**config.mk**
```make
export PLATFORM = sky130hd
export DESIGN_NAME = pulse_count_unit
export DESIGN_NICKNAME = d
export VERILOG_FILES = /design/src/rtl/pcu_pkg.sv /design/src/rtl/pcu_cond.sv /design/src/rtl/pcu_dir.sv /design/src/rtl/pcu_watch.sv /design/src/rtl/pulse_count_unit.sv
export SDC_FILE = /design/constraint.sdc
export NUM_CORES = 1
export LEC_CHECK = 0
export BUFFER_PORTS_ARGS = -buffer_cell sky130_fd_sc_hd__buf_2
export CAP_MARGIN = 20
export CORE_MARGIN = 3
export CORE_UTILIZATION = 60
export DETAILED_ROUTE_END_ITERATION = 16
export HOLD_SLACK_MARGIN = 0.02
export PLACE_DENSITY = 0.85
export SLEW_MARGIN = 10
export SYNTH_ARGS = -nofsm -noshare
export SYNTH_HDL_FRONTEND = slang
export SYNTH_SLANG_ARGS = --single-unit
```
**constraint.sdc**
```tcl
create_clock -name clk -period 6 [get_ports clk]
set_input_delay 0 -clock clk [delete_from_list [all_inputs] [get_ports clk]]
set_output_delay 0 -clock clk [all_outputs]
set_load 0.005 [all_outputs]
```
**src/rtl/pcu_pkg.sv**
```systemverilog
package pcu_pkg;
  localparam logic [1:0] EDGE_INC = 2'd1;
  localparam logic [1:0] EDGE_DEC = 2'd2;
  localparam logic [1:0] CTL_FLIP = 2'd1;

  localparam int N_CMP    = 5;
  localparam int CMP_ZERO = 0;
  localparam int CMP_HI   = 1;
  localparam int CMP_LO   = 2;
  localparam int CMP_T0   = 3;
  localparam int CMP_T1   = 4;
endpackage

```
**src/rtl/pcu_cond.sv**
```systemverilog
module pcu_cond #(
  parameter int SYNC_STAGES = 2,
  parameter int FLT_W       = 10
) (
  input  logic             clk,
  input  logic             rst,
  input  logic             din,
  input  logic             flt_en,
  input  logic [FLT_W-1:0] flt_thresh,
  output logic             level
);
  logic [SYNC_STAGES-1:0] sync_q;
  logic                   sampled;
  logic [FLT_W-1:0]       run_q;
  logic [FLT_W:0]         run_nx;
  logic                   level_q;
  logic                   bypass;

  always_ff @(posedge clk) begin
    if (rst) sync_q <= '0;
    else     sync_q <= {sync_q[SYNC_STAGES-2:0], din};
  end

  assign sampled = sync_q[SYNC_STAGES-1];
  assign bypass  = !flt_en || (flt_thresh == '0);
  assign run_nx  = {1'b0, run_q} + 1'b1;

  always_ff @(posedge clk) begin
    if (rst) begin
      level_q <= 1'b0;
      run_q   <= '0;
    end else if (bypass) begin
      level_q <= sampled;
      run_q   <= '0;
    end else if (sampled == level_q) begin
      run_q   <= '0;
    end else if (run_nx >= {1'b0, flt_thresh}) begin
      level_q <= sampled;
      run_q   <= '0;
    end else begin
      run_q   <= run_nx[FLT_W-1:0];
    end
  end

  assign level = level_q;


  filt_follows_input_chk: assert property (@(posedge clk) disable iff (rst)
    !$stable(level_q) |-> (level_q == $past(sampled)));
endmodule

```
**src/rtl/pcu_dir.sv**
```systemverilog
module pcu_dir
  import pcu_pkg::*;
(
  input  logic              clk,
  input  logic              rst,
  input  logic              lvl,
  input  logic              ctl_lvl,
  input  logic [1:0]        rise_mode,
  input  logic [1:0]        fall_mode,
  input  logic [1:0]        hi_mode,
  input  logic [1:0]        lo_mode,
  output logic signed [1:0] step
);
  logic              prev_q;
  logic [1:0]        code;
  logic signed [1:0] base;
  logic              flip;

  always_ff @(posedge clk) begin
    if (rst) prev_q <= 1'b0;
    else     prev_q <= lvl;
  end

  always_comb begin
    code = 2'd0;
    if (lvl && !prev_q)      code = rise_mode;
    else if (!lvl && prev_q) code = fall_mode;
    case (code)
      EDGE_INC: base = 2'sd1;
      EDGE_DEC: base = -2'sd1;
      default:  base = 2'sd0;
    endcase
    flip = ((ctl_lvl ? hi_mode : lo_mode) == CTL_FLIP);
    step = flip ? -base : base;
  end


  quiet_without_edge_chk: assert property (@(posedge clk) disable iff (rst)
    (lvl == prev_q) |-> (step == 2'sd0));
endmodule

```
**src/rtl/pcu_watch.sv**
```systemverilog
module pcu_watch
  import pcu_pkg::*;
#(
  parameter int CNT_W = 16
) (
  input  logic             clk,
  input  logic             rst,
  input  logic [CNT_W-1:0] cnt,
  input  logic [N_CMP-1:0] cmp_en,
  input  logic [CNT_W-1:0] hi_lim,
  input  logic [CNT_W-1:0] lo_lim,
  input  logic [CNT_W-1:0] thr0,
  input  logic [CNT_W-1:0] thr1,
  output logic             evt,
  output logic [N_CMP-1:0] evt_src
);
  logic [CNT_W-1:0] ref_v [N_CMP];
  logic [N_CMP-1:0] match;
  logic [N_CMP-1:0] hit_q;
  logic [N_CMP-1:0] src_q;
  logic             evt_q;

  always_comb begin
    ref_v[CMP_ZERO] = '0;
    ref_v[CMP_HI]   = hi_lim;
    ref_v[CMP_LO]   = lo_lim;
    ref_v[CMP_T0]   = thr0;
    ref_v[CMP_T1]   = thr1;
  end

  for (genvar k = 0; k < N_CMP; k++) begin : g_cmp
    assign match[k] = cmp_en[k] && (cnt == ref_v[k]);
  end

  always_ff @(posedge clk) begin
    if (rst) begin
      hit_q <= '0;
      src_q <= '0;
      evt_q <= 1'b0;
    end else begin
      hit_q <= match;
      src_q <= match & ~hit_q;
      evt_q <= |(match & ~hit_q);
    end
  end

  assign evt     = evt_q;
  assign evt_src = src_q;


  no_refire_chk: assert property (@(posedge clk) disable iff (rst)
    ((src_q & $past(src_q)) == '0));

  disabled_silent_chk: assert property (@(posedge clk) disable iff (rst)
    ((src_q & ~$past(cmp_en)) == '0));
endmodule

```
**src/rtl/pulse_count_unit.sv**
```systemverilog
module pulse_count_unit
  import pcu_pkg::*;
#(
  parameter int N_CH        = 2,
  parameter int CNT_W       = 16,
  parameter int FLT_W       = 10,
  parameter int SYNC_STAGES = 2
) (
  input  logic                clk,
  input  logic                rst,
  input  logic [N_CH-1:0]     pulse_in,
  input  logic [N_CH-1:0]     ctrl_in,
  input  logic                flt_en,
  input  logic [FLT_W-1:0]    flt_thresh,
  input  logic [2*N_CH-1:0]   rise_mode,
  input  logic [2*N_CH-1:0]   fall_mode,
  input  logic [2*N_CH-1:0]   ctl_hi_mode,
  input  logic [2*N_CH-1:0]   ctl_lo_mode,
  input  logic [N_CMP-1:0]    cmp_en,
  input  logic [CNT_W-1:0]    hi_lim,
  input  logic [CNT_W-1:0]    lo_lim,
  input  logic [CNT_W-1:0]    thr0,
  input  logic [CNT_W-1:0]    thr1,
  input  logic                cnt_clr,
  input  logic                cnt_hold,
  output logic [CNT_W-1:0]    count,
  output logic                evt,
  output logic [N_CMP-1:0]    evt_src
);
  localparam int N_LINE = 2 * N_CH;

  logic [N_LINE-1:0]  raw;
  logic [N_LINE-1:0]  lvl;
  logic signed [1:0]  step [N_CH];
  logic [CNT_W-1:0]   delta;
  logic [CNT_W-1:0]   count_q;
  logic               at_hi;
  logic               at_lo;

  assign raw = {ctrl_in, pulse_in};

  for (genvar i = 0; i < N_LINE; i++) begin : g_line
    pcu_cond #(.SYNC_STAGES(SYNC_STAGES), .FLT_W(FLT_W)) u_cond (
      .clk(clk), .rst(rst), .din(raw[i]),
      .flt_en(flt_en), .flt_thresh(flt_thresh), .level(lvl[i])
    );
  end

  for (genvar c = 0; c < N_CH; c++) begin : g_ch
    pcu_dir u_dir (
      .clk(clk), .rst(rst),
      .lvl(lvl[c]), .ctl_lvl(lvl[N_CH+c]),
      .rise_mode(rise_mode[2*c +: 2]), .fall_mode(fall_mode[2*c +: 2]),
      .hi_mode(ctl_hi_mode[2*c +: 2]), .lo_mode(ctl_lo_mode[2*c +: 2]),
      .step(step[c])
    );
  end

  always_comb begin
    delta = '0;
    for (int c = 0; c < N_CH; c++)
      delta = delta + {{(CNT_W-2){step[c][1]}}, step[c]};
  end

  assign at_hi = cmp_en[CMP_HI] && (count_q == hi_lim);
  assign at_lo = cmp_en[CMP_LO] && (count_q == lo_lim);

  always_ff @(posedge clk) begin
    if (rst)                count_q <= '0;
    else if (cnt_clr)       count_q <= '0;
    else if (cnt_hold)      count_q <= count_q;
    else if (at_hi || at_lo) count_q <= '0;
    else                    count_q <= count_q + delta;
  end

  pcu_watch #(.CNT_W(CNT_W)) u_watch (
    .clk(clk), .rst(rst), .cnt(count_q), .cmp_en(cmp_en),
    .hi_lim(hi_lim), .lo_lim(lo_lim), .thr0(thr0), .thr1(thr1),
    .evt(evt), .evt_src(evt_src)
  );

  assign count = count_q;


  clr_zero_chk: assert property (@(posedge clk) disable iff (rst)
    cnt_clr |=> (count_q == '0));

  hold_stable_chk: assert property (@(posedge clk) disable iff (rst)
    (cnt_hold && !cnt_clr) |=> $stable(count_q));

  limit_wrap_chk: assert property (@(posedge clk) disable iff (rst)
    (!cnt_clr && !cnt_hold && cmp_en[CMP_HI] && (count_q == hi_lim)) |=> (count_q == '0));

  step_bound_chk: assert property (@(posedge clk) disable iff (rst)
    (!cnt_clr && !cnt_hold && !at_hi && !at_lo) |=>
      (CNT_W'(count_q - $past(count_q) + CNT_W'(2)) <= CNT_W'(4)));
endmodule

```
-- After elaboration in Yosys (flattened, before gate mapping)
Cells that the tools add are included.
- add/subtract/negate cells: 8
- $lt $le $gt $ge: 4
- equal/unequal tests: 18
- mux-type cells: 23
- bitwise operators: 2
- reduce and logical (&&, ||, !) cells: 32
- operator list (cell ; number):
    $eq 16x16->1 ; 4
    $add 10x1->11 const B ; 4
    $ge 11x10->1 ; 4
    $add 16x16->16 ; 1
    $logic_not 16->1 ; 1
    $mux 16 ; 1
    $mux 2 ; 8
    $reduce_or 4->1 ; 4
    $mux 1 ; 12
    $logic_not 10->1 ; 1
    $logic_and 1x1->1 ; 9
    $eq 2x1->1 const B ; 4
    $pmux 2 s2 ; 2
    $reduce_and 2->1 ; 4
    $reduce_bool 2->1 ; 4
    $ne 2x2->1 const B ; 3
    $and 5x5->5 ; 1
    $logic_not 1->1 ; 5
    $not 5->5 ; 1
    $reduce_or 5->1 ; 1
    $eq 1x1->1 ; 4
    $eq 2x2->1 const B ; 2
    $neg 2->2 ; 2
    $add 2x2->3 ; 1
    3 further kinds ; 4
- register bits after elaboration: 81
- input port bits: 104
- output and inout port bits: 22

-- Depth between registers and ports, before layout
Gate-level depths: netlist of run 1.
- depth after elaboration: 11
- gate-level depth with buffers: 16
- gate-level depth less buffers: 16

-- Cells and area by module
From an unflattened synthesis of run 1, not the netlist that was laid out.
- cell total of the unflattened synthesis: 759
- area total of the unflattened synthesis: 6535.0 um^2
- by module, submodules not included (module ; instances ; cells an instance ; area each (um^2) ; sequential area each (um^2)):
    pcu_cond at g_line[0].u_cond ... ; 3 ; 92 ; 789.5 ; 260.2
    pulse_count_unit ; 1 ; 225 ; 1840.5 ; 320.3
    pcu_watch ; 1 ; 137 ; 1286.2 ; 220.2
    pcu_cond at g_line[1].u_cond ; 1 ; 91 ; 787.0 ; 260.2
    pcu_dir ; 2 ; 15 ; 126.4 ; 20.0

-- Worst setup path before layout of run 1
OpenSTA, ideal clock, no wires.
- kind: flip-flop to flip-flop
- from: reg g_line[0].u_cond.level_q
- to: reg count_q[15], in the netlist count[15]
- setup time: 0.074 ns
- arrival: 3.408 ns
- data required time: 5.926 ns
- path slack: 2.518 ns
- cell stages (with the launch flop): 14
- path buffers: 0
- clock period less this slack: 3.482 ns
- cell sequence: dfxtp_1 > nor2b_1 > a22oi_1 > inv_1 > ha_1 > mux2_2 > fa_1 > ha_1 > o211ai_1 > o21ai_0 > o31a_1 > mux2i_1 > a211o_2 > a31oi_1
- cells in the longest elaborated chain, start to end: 11
- elaborated cells on any way between the ends: 13
- those cells by class: add/sub: 3; eq/ne: 2; mux: 5; reduce/logical: 3
- RTL lines (item ; line ; source):
    start: declaration ; pcu_cond.sv:16 ; logic level_q;
    start signal: assignment ; pcu_cond.sv:33 ; level_q <= sampled;
    start signal: assignment ; pcu_cond.sv:38 ; level_q <= sampled;
    $logic_not 1->1 ; pcu_dir.sv:27 ; else if (!lvl && prev_q) code = fall_mode;
    $logic_and 1x1->1 ; pcu_dir.sv:27 ;
    $mux 2 ; pcu_dir.sv:27 ;
    $mux 2 * ; pcu_dir.sv:26 ; if (lvl && !prev_q) code = rise_mode;
    $eq 2x2->1 / $eq 2x1->1 (equally long branches) ; pcu_dir.sv:28 ; case (code)
    $pmux 2 s2 * ; pcu_dir.sv:28 ;
    $neg 2->2 ; pcu_dir.sv:34 ; step = flip ? -base : base;
    $mux 2 * ; pcu_dir.sv:34 ;
    $add 2x2->3 * ; pulse_count_unit.sv:62 ; delta = delta + {{(CNT_W-2){step[c][1]}}, step[c]};
    $add 16x16->16 * ; pulse_count_unit.sv:73 ; else count_q <= count_q + delta;
    $mux 16 * ; pulse_count_unit.sv:72 ; else if (at_hi || at_lo) count_q <= '0;
    end signal: assignment ; pulse_count_unit.sv:71 ; else if (cnt_hold) count_q <= count_q;
    end signal: assignment ; pulse_count_unit.sv:73 ;
    end: declaration ; pulse_count_unit.sv:36 ; logic [CNT_W-1:0] count_q;
Mark *: on every way between the ends. The rest lies on a longest branch, timed or not.
A chain may end at the register's enable or synchronous reset.

-- Worst setup path after layout of run 1
- from: reg g_line[0].u_cond.level_q
- to: reg count_q[13], in the netlist count[13]
Same word-level chain as after synthesis.

==> flow_summary.json, run 1 <==
{
  "status": "finished clean",
  "crit_path_start_kind": "register",
  "cts.sinks": 81,
  "ys_ff_latch": 81,
  "drtPass1Iterations": 4,
  "grt_remaining_overflow": 0,
  "drt_first_iter_violations": 250,
  "slew_violations": 0,
  "grt_start_max_net_pins": 26,
  "fin_cells": 904,
  "tightest_slew_ps": 795,
  "whs_ps": 34.0,
  "hpwl_um": 11500,
  "skew_ps": 18.7,
  "rsz0062_at_grt": "no",
  "ctsResizeCount": 0,
  "wire_per_inst_um": 16.5,
  "path_cells": "nor2b_1 > a22oi_1 > inv_1 > ha_1 > mux2_2 > fa_1 > ha_1 > o211ai_1 > o21ai_0 > a31oi_1 > o21ai_0 > xor2_1 > a22oi_2 > nor2_1",
  "finalSetupViolations": 0,
  "async_flop_share_pct": 0,
  "clkTransAtPathRegs_ps": 90,
  "synthDistinctLibCells": 52,
  "clock_latency_ps": 350,
  "seq_area_frac_synth_pct": 27.7,
  "timing.rr.start": "g_line[0].u_cond.level",
  "syn2layout_area_growth_pct": 14.8,
  "power.density_nw_per_um2": 172,
  "pre_cts_ws_ps": 1920,
  "placed_cells": 880,
  "cts-htree-levels": 3,
  "via_per_inst": 5.63,
  "fin_nets": 943,
  "synth_ff_type": "dfxtp_1",
  "crit_buf_inv": 1,
  "crit_slowest_cell": "fa_1",
  "die_h_um": 105,
  "slowest_delay_ps": 730,
  "postRouteAntennaNets": 0,
  "post-route-drc-count": 0,
  "fmax_ghz": 0.240,
  "rr_worst_depth": 14,
  "cts_setup_buffers": 0,
  "finalCritPeriodShare_pct": 69.5,
  "antennaDiodeCount": 0,
  "slew_headroom_pct": 47.0,
  "dieArea_um2": 11000,
  "cellLeakagePower_nw": 3.02,
  "core_um2": 9370,
  "cts-root-buf": "clkbuf_8",
  "initial_core_util_pct": 62.6,
  "yosys.area.top_type": "dfxtp_1",
  "yosys-top-cells-area": "dfxtp_1 28%, ha_1 14%, xnor2_1 14%, nor2b_1 5.7%, nor2_1 3.2%",
  "hold_path.startpoint": "thr1[9]",
  "cts_tree": "done",
  "period_needed_ps": 4170,
  "synth_edf_count": 0,
  "row_count": 35,
  "io_pins": 126,
  "holdPathEnd": "u_watch.hit_q[4]",
  "holdPathStages": 4,
  "path_delay_family": "compound AO/OA/AOI/OAI gates",
  "hold_path_class": "input pin to register",
  "cp.required_ps": 6290,
  "arrival_ps": 4460,
  "fin_ws_ps": 1830,
  "worstSetupPathType": "register to register",
  "place_congestion": 0.954,
  "cts_made_buffers": 9,
  "maxCapViolCount": 0,
  "end_kind": "register",
  "clk_path_buf_depth": 2,
  "cp_max_fo": 19,
  "irDropWorstVdd_mv": 0.111,
  "hold_viol_final": 0,
  "drive_gt1_share_pct": 20.8,
  "wl_um": 15000,
  "synth_top_area_share_pct": 27.7,
  "vias": 5094,
  "grt_pass1_vias": 5180,
  "io_buffers": 125,
  "yosysWarningCount": 0,
  "regToRegSetupSlack_ps": 1830,
  "track_usage_pct": 27.3,
  "antenna_found_initial": 0,
  "avgSynthCellArea_um2": 9.00,
  "syn-cell-area_um2": 5860,
  "r2r-end": "count[13]",
  "grt_pass1_wl_um": 24400,
  "syn_nets": 824,
  "syn_inst": 651,
  "tns_ps": 0,
  "dieWidth_um": 105
}
[placed cells by master, fill, tap and decap left out, types with 2 or more instances in the layout]
| cell type | n |
|---|---|
| nand4_1 | 17 |
| clkbuf_1 | 2 |
| xor2_1 | 16 |
| nand3_1 | 34 |
| clkinvlp_4 | 2 |
| mux2i_1 | 10 |
| clkbuf_8 | 9 |
| buf_2 | 125 |
| inv_1 | 31 |
| a31oi_1 | 4 |
| a311o_1 | 4 |
| o21ai_0 | 12 |
| a211oi_1 | 6 |
| nand2b_1 | 5 |
| nor2b_1 | 53 |
| a21o_1 | 10 |
| xnor2_2 | 2 |
| o32ai_1 | 2 |
| ha_1 | 66 |
| dlygate4sd3_1 | 8 |
| nor4_1 | 7 |
| nor2_1 | 50 |
| dfxtp_1 | 81 |
| and3_1 | 12 |
| o21ai_2 | 4 |
| nand3b_1 | 4 |
| nand2_1 | 27 |
| a21oi_1 | 24 |
| a22oi_1 | 4 |
| fa_1 | 3 |
| xnor2_1 | 93 |
| a22o_1 | 2 |
| a22oi_2 | 10 |
| mux2_2 | 2 |
| bufinv_16 | 2 |
| o31a_1 | 5 |
| nor3_1 | 10 |
[cells by family (layout without fill, tap and decap cells)]
| family | after synthesis | count (layout) | synth area share [%] |
|---|---|---|---|
| AO/OA/AOI/OAI | 97 | 97 | 12.6 |
| XOR/XNOR | 111 | 111 | 16.8 |
| adder cells (fa/ha/maj) | 69 | 69 | 15.1 |
| buffers and inverters | 56 | 180 | 5.61 |
| flip-flops | 81 | 81 | 27.7 |
| multiplexers | 12 | 12 | 2.09 |
| AND/OR/NAND/NOR | 225 | 225 | 20.1 |
[through the flow]
step	cell area, um^2	power (mW)	util (%)
after floorplan	5860	0.666	-
after global placement	6440	0.723	68.7
after detailed placement	6440	0.730	68.7
after CTS	6730	1.16	71.8
after global routing	6730	1.20	71.8
final	6730	1.16	71.8
[how the worst max path moves through the flow]
| stage | startpoint | to | slack (ps) | cells past startpoint |
|---|---|---|---|---|
| CTS | g_line[0].u_cond.level | count[13] | 1900 | 14 |
| finish | g_line[0].u_cond.level | count[13] | 1830 | 14 |
| global route | g_line[1].u_cond.level | count[13] | 1410 | 14 |
| global placement | g_line[0].u_cond.level | count[14] | 2250 | 14 |
| detailed placement | g_line[0].u_cond.level | count[13] | 1920 | 14 |
| floorplan | g_line[0].u_cond.level | count[15] | 2520 | 13 |
[sequential cells by signal (all words and copies together), names as in the netlist]
name / count
g_line.u_cond.run_q: 40
count: 16
u_watch.evt: 1
g_ch.u_dir.prev_q: 2
g_line.u_cond.sync_q: 8
u_watch.hit_q: 5
g_line.u_cond.level: 4
u_watch.evt_src: 5
[cell usage after synthesis (2+ instances only)]
library cell,count
o21ai_0,12
inv_1,31
mux2_2,2
nor2b_1,53
nor2_1,50
buf_6,15
xnor2_2,2
clkbuf_1,6
a211oi_1,6
dfxtp_1,81
a21o_1,10
fa_1,3
a21oi_1,24
a22o_1,2
a311o_1,4
ha_1,66
a22oi_1,4
buf_2,2
nand3b_1,4
xor2_1,16
o31a_1,5
nor3_1,10
o32ai_1,2
xnor2_1,93
a22oi_2,10
o21ai_2,4
mux2i_1,10
a31oi_1,4
nand3_1,34
nor4_1,7
nand2_1,27
nand4_1,17
nand2b_1,5
and3_1,12
[worst reg2reg max path, stage by stage, from the launching register on]
cell and delay (ps):
dfxtp_1 410, nor2b_1 90, a22oi_1 270, inv_1 80, ha_1 190, mux2_2 290, fa_1 730, ha_1 490
o211ai_1 100, o21ai_0 480, a31oi_1 240, o21ai_0 310, xor2_1 240, a22oi_2 80, nor2_1 120
[report_power, final]
group | total, mW | internal, mW | switching (mW) | leakage, nW
logic | 0.167 | 0.0839 | 0.0834 | 2.27
clock network | 0.435 | 0.234 | 0.201 | 0.0995
registers | 0.555 | 0.545 | 0.0102 | 0.655
total | 1.16 | 0.863 | 0.295 | 3.02
[routing by layer]
layer / global-route usage (%) / vias up / share of wire [%]
li1: - / 2499 / -
met1: 35.2 / 2407 / 42
met2: 46.5 / 167 / 49
met3: 4.45 / 21 / 6.9
met4: 9.00 / 0 / 1.7
met5: 0 / - / 0
[final cells by class]
type / count / area, um^2
well taps: 129 / 161
flip-flops and latches: 81 / 1620
repair buffers: 133 / 706
fillers: 772 / 2640
clock inverters: 5 / 80.1
inverters: 31 / 116
multi-input cells: 514 / 3910
clock buffers: 11 / 131
[timing repair]
item | 4_1_cts | 5_1_grt
endpoints found under the setup margin | 0 | 0
hold endpoints to repair | 9 | 0
hold buffers | 8 | 0
(Power assumes the default switching activity.)
==> run 2: changes to the inputs <==
ABC_AREA = 1   (was unset)
CORE_UTILIZATION = 57   (was 60)
PLACE_DENSITY = 0.79   (was 0.85)
clock period = 3.91 ns   (was 6 ns; I/O delays follow)
==> run 2 against run 1 <==
  * Clock skew decreased by 12 ps
  * Die area rose by 22%
  * Clock power up 120%
  * Non-clock buffer count did not move
  * Critical endpoint is now count[14]
  * Sequential share of layout area fell by 3.9 points
==> flow_summary.json, run 2 <==
{
  "status": "finished clean",
  "core_um2": 11600,
  "met2_usage_pct": 52.4,
  "slew_headroom_pct": 59.6,
  "crit_path_start_kind": "register",
  "hold_path.startpoint": "rst",
  "drive_gt1_share_pct": 13.6,
  "grt_pass1_vias": 6760,
  "wire_per_inst_um": 13.7,
  "maxCapViolCount": 0,
  "post-route-drc-count": 0,
  "via_per_inst": 5.18,
  "grt_remaining_overflow": 0,
  "holdPathEnd": "u_watch.hit_q[3]",
  "synth.top_cells.by_count": "340 x nand2_1, 197 x inv_1, 170 x nor2_1",
  "place_congestion": 1.01,
  "top_usage_layer": "met2",
  "holdPathStages": 2,
  "slew_violations": 0,
  "die_h_um": 116,
  "post-route-util_pct": 69.5,
  "hpwl_um": 15100,
  "tns_ps": 0,
  "cts-htree-levels": 3,
  "fill_cells": 1075,
  "finalSetupViolations": 0,
  "synth_ff_type": "dfxtp_1",
  "synth_top_area_share_pct": 23.6,
  "yosys-top-cells-area": "dfxtp_1 24%, nand2_1 19%, ha_1 12%, inv_1 11%, nor2_1 9.3%",
  "initial_core_util_pct": 59.3,
  "yosys.area.top_type": "dfxtp_1",
  "avgSynthCellArea_um2": 6.06,
  "syn2layout_area_growth_pct": 17.2,
  "drt_first_iter_violations": 471,
  "irDropWorstVdd_mv": 0.191,
  "dieWidth_um": 116,
  "track_usage_pct": 29.3,
  "io_buffers": 125,
  "seq_area_frac_synth_pct": 23.6,
  "period_needed_ps": 3680,
  "end_kind": "register",
  "cts_tree": "done",
  "async_flop_share_pct": 0,
  "synthDistinctLibCells": 37,
  "final_common_cell": "nand2_1",
  "timing.rr.start": "g_line[0].u_cond.level",
  "finalCritPeriodShare_pct": 94.0,
  "grtUsageMet1_pct": 35.4,
  "grt_start_max_net_pins": 18,
  "fmax_ghz": 0.272,
  "clkTransAtPathRegs_ps": 70,
  "cellLeakagePower_nw": 4.55,
  "grt_pass1_wl_um": 31100,
  "r2r-end": "count[14]",
  "regToRegSetupSlack_ps": 230,
  "top_register": "g_line.u_cond.run_q",
  "cp_max_fo": 5,
  "syn_nets": 1304,
  "io_pins": 126,
  "cts_made_buffers": 9,
  "antenna_found_initial": 0,
  "row_count": 39,
  "ys_ff_latch": 81,
  "final_cell_mix": "340 x nand2_1, 197 x inv_1, 170 x nor2_1",
  "syn_inst": 1131,
  "hold_viol_final": 0,
  "arrival_ps": 3900,
  "antennaDiodeCount": 0,
  "fin_ws_ps": 235,
  "drtPass1Iterations": 5,
  "postRouteAntennaNets": 0,
  "fin_nets": 1437,
  "rr_worst_depth": 22,
  "whs_ps": 62.1,
  "cts-root-buf": "clkbuf_16",
  "hold_path_class": "input pin to register",
  "skew_ps": 6.67,
  "cp.required_ps": 4130,
  "power.density_nw_per_um2": 283,
  "syn-cell-area_um2": 6860,
  "clk_path_buf_depth": 2,
  "synth_edf_count": 0,
  "pre_cts_ws_ps": 45.0,
  "wl_um": 19300,
  "largest_reg_flops": 40,
  "yosysWarningCount": 0,
  "seqCellArea_um2": 1620,
  "tightest_slew_ps": 601,
  "dieArea_um2": 13400,
  "synth_most_common_cell": "nand2_1",
  "use_met3_pct": 5.17,
  "multiInputGateArea_um2": 4420,
  "clock_latency_ps": 350,
  "vias": 7313,
  "cts.sinks": 81,
  "worstSetupPathType": "register to register"
}
## run 2: cell count changes after synthesis, sizes merged, moves of 15 or more
cell and change:
a21oi +19, xnor2 -89, nand4 +15, nand2 +316, nor2 +121, xor2 +22
nand3 +16, inv +173, nor2b -53
## run 2: power breakdown
group          switching (mW)  internal, mW
Clock                   0.378         0.573
Sequential             0.0265         0.844
Combinational           0.268         0.185
## run 2: logic make-up (layout without fill, tap and decap cells)
group           after synthesis  count (layout)  synth area share, %
compound gates               86              86                 6.95
simple gates                634             634                 38.5
buf+inv                     215             353                 12.0
fa+ha+maj                    69              69                 12.9
xor+xnor                     44              44                 5.62
mux                           2               2                0.292
flops                        81              81                 23.6
## run 2: worst max-delay path by stage
stage / slack [ps] / endpoint / depth (start not counted) / start
2_1_floorplan: 520 / count[15] / 19 / g_line[0].u_cond.level
3_3_place_gp: 220 / count[13] / 19 / g_line[0].u_cond.level
3_5_place_dp: 40 / count[13] / 19 / g_line[0].u_cond.level
4_1_cts: 190 / count[13] / 19 / g_line[0].u_cond.level
5_1_grt: -40 / count[14] / 22 / g_line[0].u_cond.level
6_report: 230 / count[14] / 22 / g_line[0].u_cond.level
## run 2: per-layer routing
metal,vias to the layer above,part of all wire (%)
li1,3795,-
met1,3228,42
met2,245,48
met3,45,6.9
met4,0,2.8
met5,-,0
## run 2: critical path: stages, from the launching register on
cell and delay (ps):
dfxtp_1 360, inv_1 100, or2_2 310, o22ai_1 180
inv_1 90, ha_1 280, inv_1 40, ha_1 190
inv_1 110, fa_2 490, fa_1 440, inv_1 110
nand3_1 70, nand3_1 170, nand2_1 80, nand2_1 90
nand2_1 70, nand2_1 70, nand2_1 50, nand2_1 80
nor2_1 50, nor2_1 80, nor2_1 40
## run 2: layout make-up
type | instances | area share [%]
clock buffers | 9 | 2.80
flip-flops and latches | 81 | 20.2
well taps | 143 | 2.23
repair buffers | 133 | 8.85
clock inverters | 7 | 1.34
inverters | 204 | 9.53
multi-input cells | 835 | 55.1
## run 2: stage by stage
step                total power, mW  instance area (um^2)  cells
floorplan                      1.16                  6860   1131
global placement               1.31                  7600   1388
detailed placement             1.32                  7600   1388
CTS                            2.27                  7990   1409
global route                   2.38                  8030   1412
finish                         2.27                  8030   1412
## run 2: repair_timing
item,CTS,global route
cloned,0,0
setup endpoints to repair,2,10
pin swaps,0,1
hold buffers,5,0
gates resized for setup,1,4
endpoints found under the hold margin,5,0
setup buffers,0,3
==> run 3: changes to the inputs <==
CORE_MARGIN = 2   (was 3)
==> run 3 against run 2 <==
  * Clock power decreased by 8.9%
  * Largest cell class unchanged
  * Register-to-register slack improved by 130 ps
  * Critical path type unchanged
  * Largest power group is now sequential cells
  * Count of clock-buffer cells in the layout unchanged
==> flow_summary.json, run 3 (synthesis results as in run 2) <==
{
  "slew_violations": 0,
  "crit_path_start_kind": "register",
  "io_pins": 126,
  "cp_max_fo": 8,
  "row_count": 40,
  "final_cell_mix": "340 x nand2_1, 197 x inv_1, 170 x nor2_1",
  "seqCellArea_um2": 1620,
  "post-route-drc-count": 0,
  "hold_path_class": "input pin to register",
  "cts_made_buffers": 9,
  "io_buffers": 125,
  "largest_reg_flops": 40,
  "wire_per_inst_um": 13.2,
  "cts-htree-levels": 3,
  "clock_latency_ps": 340,
  "skew_ps": 11.8,
  "crit_buf_inv": 4,
  "postRouteAntennaNets": 0,
  "fmax_ghz": 0.282,
  "grt_pass1_wl_um": 30300,
  "drtPass1Iterations": 5,
  "path_delay_family": "simple AND/OR/NAND/NOR gates",
  "top_register": "g_line.u_cond.run_q",
  "die_h_um": 114,
  "path_cells": "inv_1 > or2_2 > o21ai_0 > inv_1 > ha_1 > mux2i_2 > inv_1 > fa_2 > buf_4 > ha_1 > or2_1 > nand3_1 > nand2_1 > nand2_1 > nand2_1 > nand2_1 > nand2_1 > nor2_1 > nand2_1 > a21oi_1",
  "post-route-util_pct": 67.4,
  "status": "finished clean",
  "period_needed_ps": 3540,
  "clk_path_buf_depth": 2,
  "tns_ps": 0,
  "vias": 7298,
  "antenna_found_initial": 1,
  "cp.required_ps": 4180,
  "final_common_cell": "nand2_1",
  "grt_pass1_vias": 6676,
  "grt_start_max_net_pins": 18,
  "arrival_ps": 3810,
  "core_um2": 11900,
  "slew_headroom_pct": 64.6,
  "cts-root-buf": "clkbuf_16",
  "crit_path_frequent_cell": "nand2_1",
  "hold_viol_final": 0,
  "rsz0062_at_grt": "no",
  "slowest_delay_ps": 400,
  "hpwl_um": 14800,
  "clkTransAtPathRegs_ps": 70,
  "finalCritPeriodShare_pct": 90.6,
  "multiInputGateArea_um2": 4430,
  "end_kind": "register",
  "initial_core_util_pct": 57.8,
  "cts.sinks": 81,
  "tightest_slew_ps": 530,
  "track_usage_pct": 29.3,
  "syn2layout_area_growth_pct": 16.7,
  "fill_cells": 1136,
  "fin_nets": 1436,
  "power.density_nw_per_um2": 272,
  "via_per_inst": 5.15,
  "dieArea_um2": 12900,
  "irDropWorstVdd_mv": 0.162,
  "place_congestion": 0.953,
  "finalSetupViolations": 0,
  "worstSetupPathType": "register to register",
  "grt_remaining_overflow": 0,
  "dieWidth_um": 114,
  "drt_first_iter_violations": 416,
  "maxCapViolCount": 0,
  "crit_slowest_cell": "fa_2",
  "drive_gt1_share_pct": 13.6,
  "cts_tree": "done",
  "cellLeakagePower_nw": 4.54,
  "wl_um": 18700
}
run 3: cell type report:
class                           instances  area share (%)
Multi-Input combinational cell        835            55.4
Tap cell                              147            2.30
Timing Repair Buffer                  132            8.63
Inverter                              204            9.57
Sequential cell                        81            20.3
Clock buffer                            9            2.82
Clock inverter                          7           0.970
Antenna cell                            1          0.0313
run 3: path summary, 6_finish.rpt:
check	cells past startpoint	slack, ps	from	end
max	20	370	g_line[0].u_cond.level	count[15]
min	2	30	rst	g_line[2].u_cond.sync_q[1]
min reg2reg	2	400	g_line[0].u_cond.sync_q[0]	g_line[0].u_cond.sync_q[1]
max reg2reg	20	370	g_line[0].u_cond.level	count[15]
run 3: repair_timing:
action,in CTS,in global routing
resized for setup,0,6
buffers inserted,0,2
hold buffers,5,0
endpoints found under the setup margin,0,11
endpoints found under the hold margin,5,0
run 3: metal layers:
layer  GRT usage, %  vias up  share of wire, %
met2           51.2      259                47
met1           35.7     3204                42
met5              0        -                 0
li1               -     3794                 -
met3           4.89       41               7.5
met4           12.0        0               2.9
run 3: power by group:
part,switching (mW),leakage (nW),internal (mW)
Sequential,0.0281,0.656,0.844
Clock,0.366,0.146,0.500
Combinational,0.258,3.73,0.178
run 3: metrics by stage:
stage	power (mW)	std cells	setup slack [ps]	hold slack, ps	cell area (um^2)
after global placement	1.30	1392	188	207	7610
after CTS	2.18	1413	95.5	28.9	7960
after floorplan	1.16	1131	522	107	6860
after detailed placement	1.31	1392	117	213	7610
final	2.17	1416	368	33.6	8000
after global routing	2.30	1416	6.42	39.5	8000
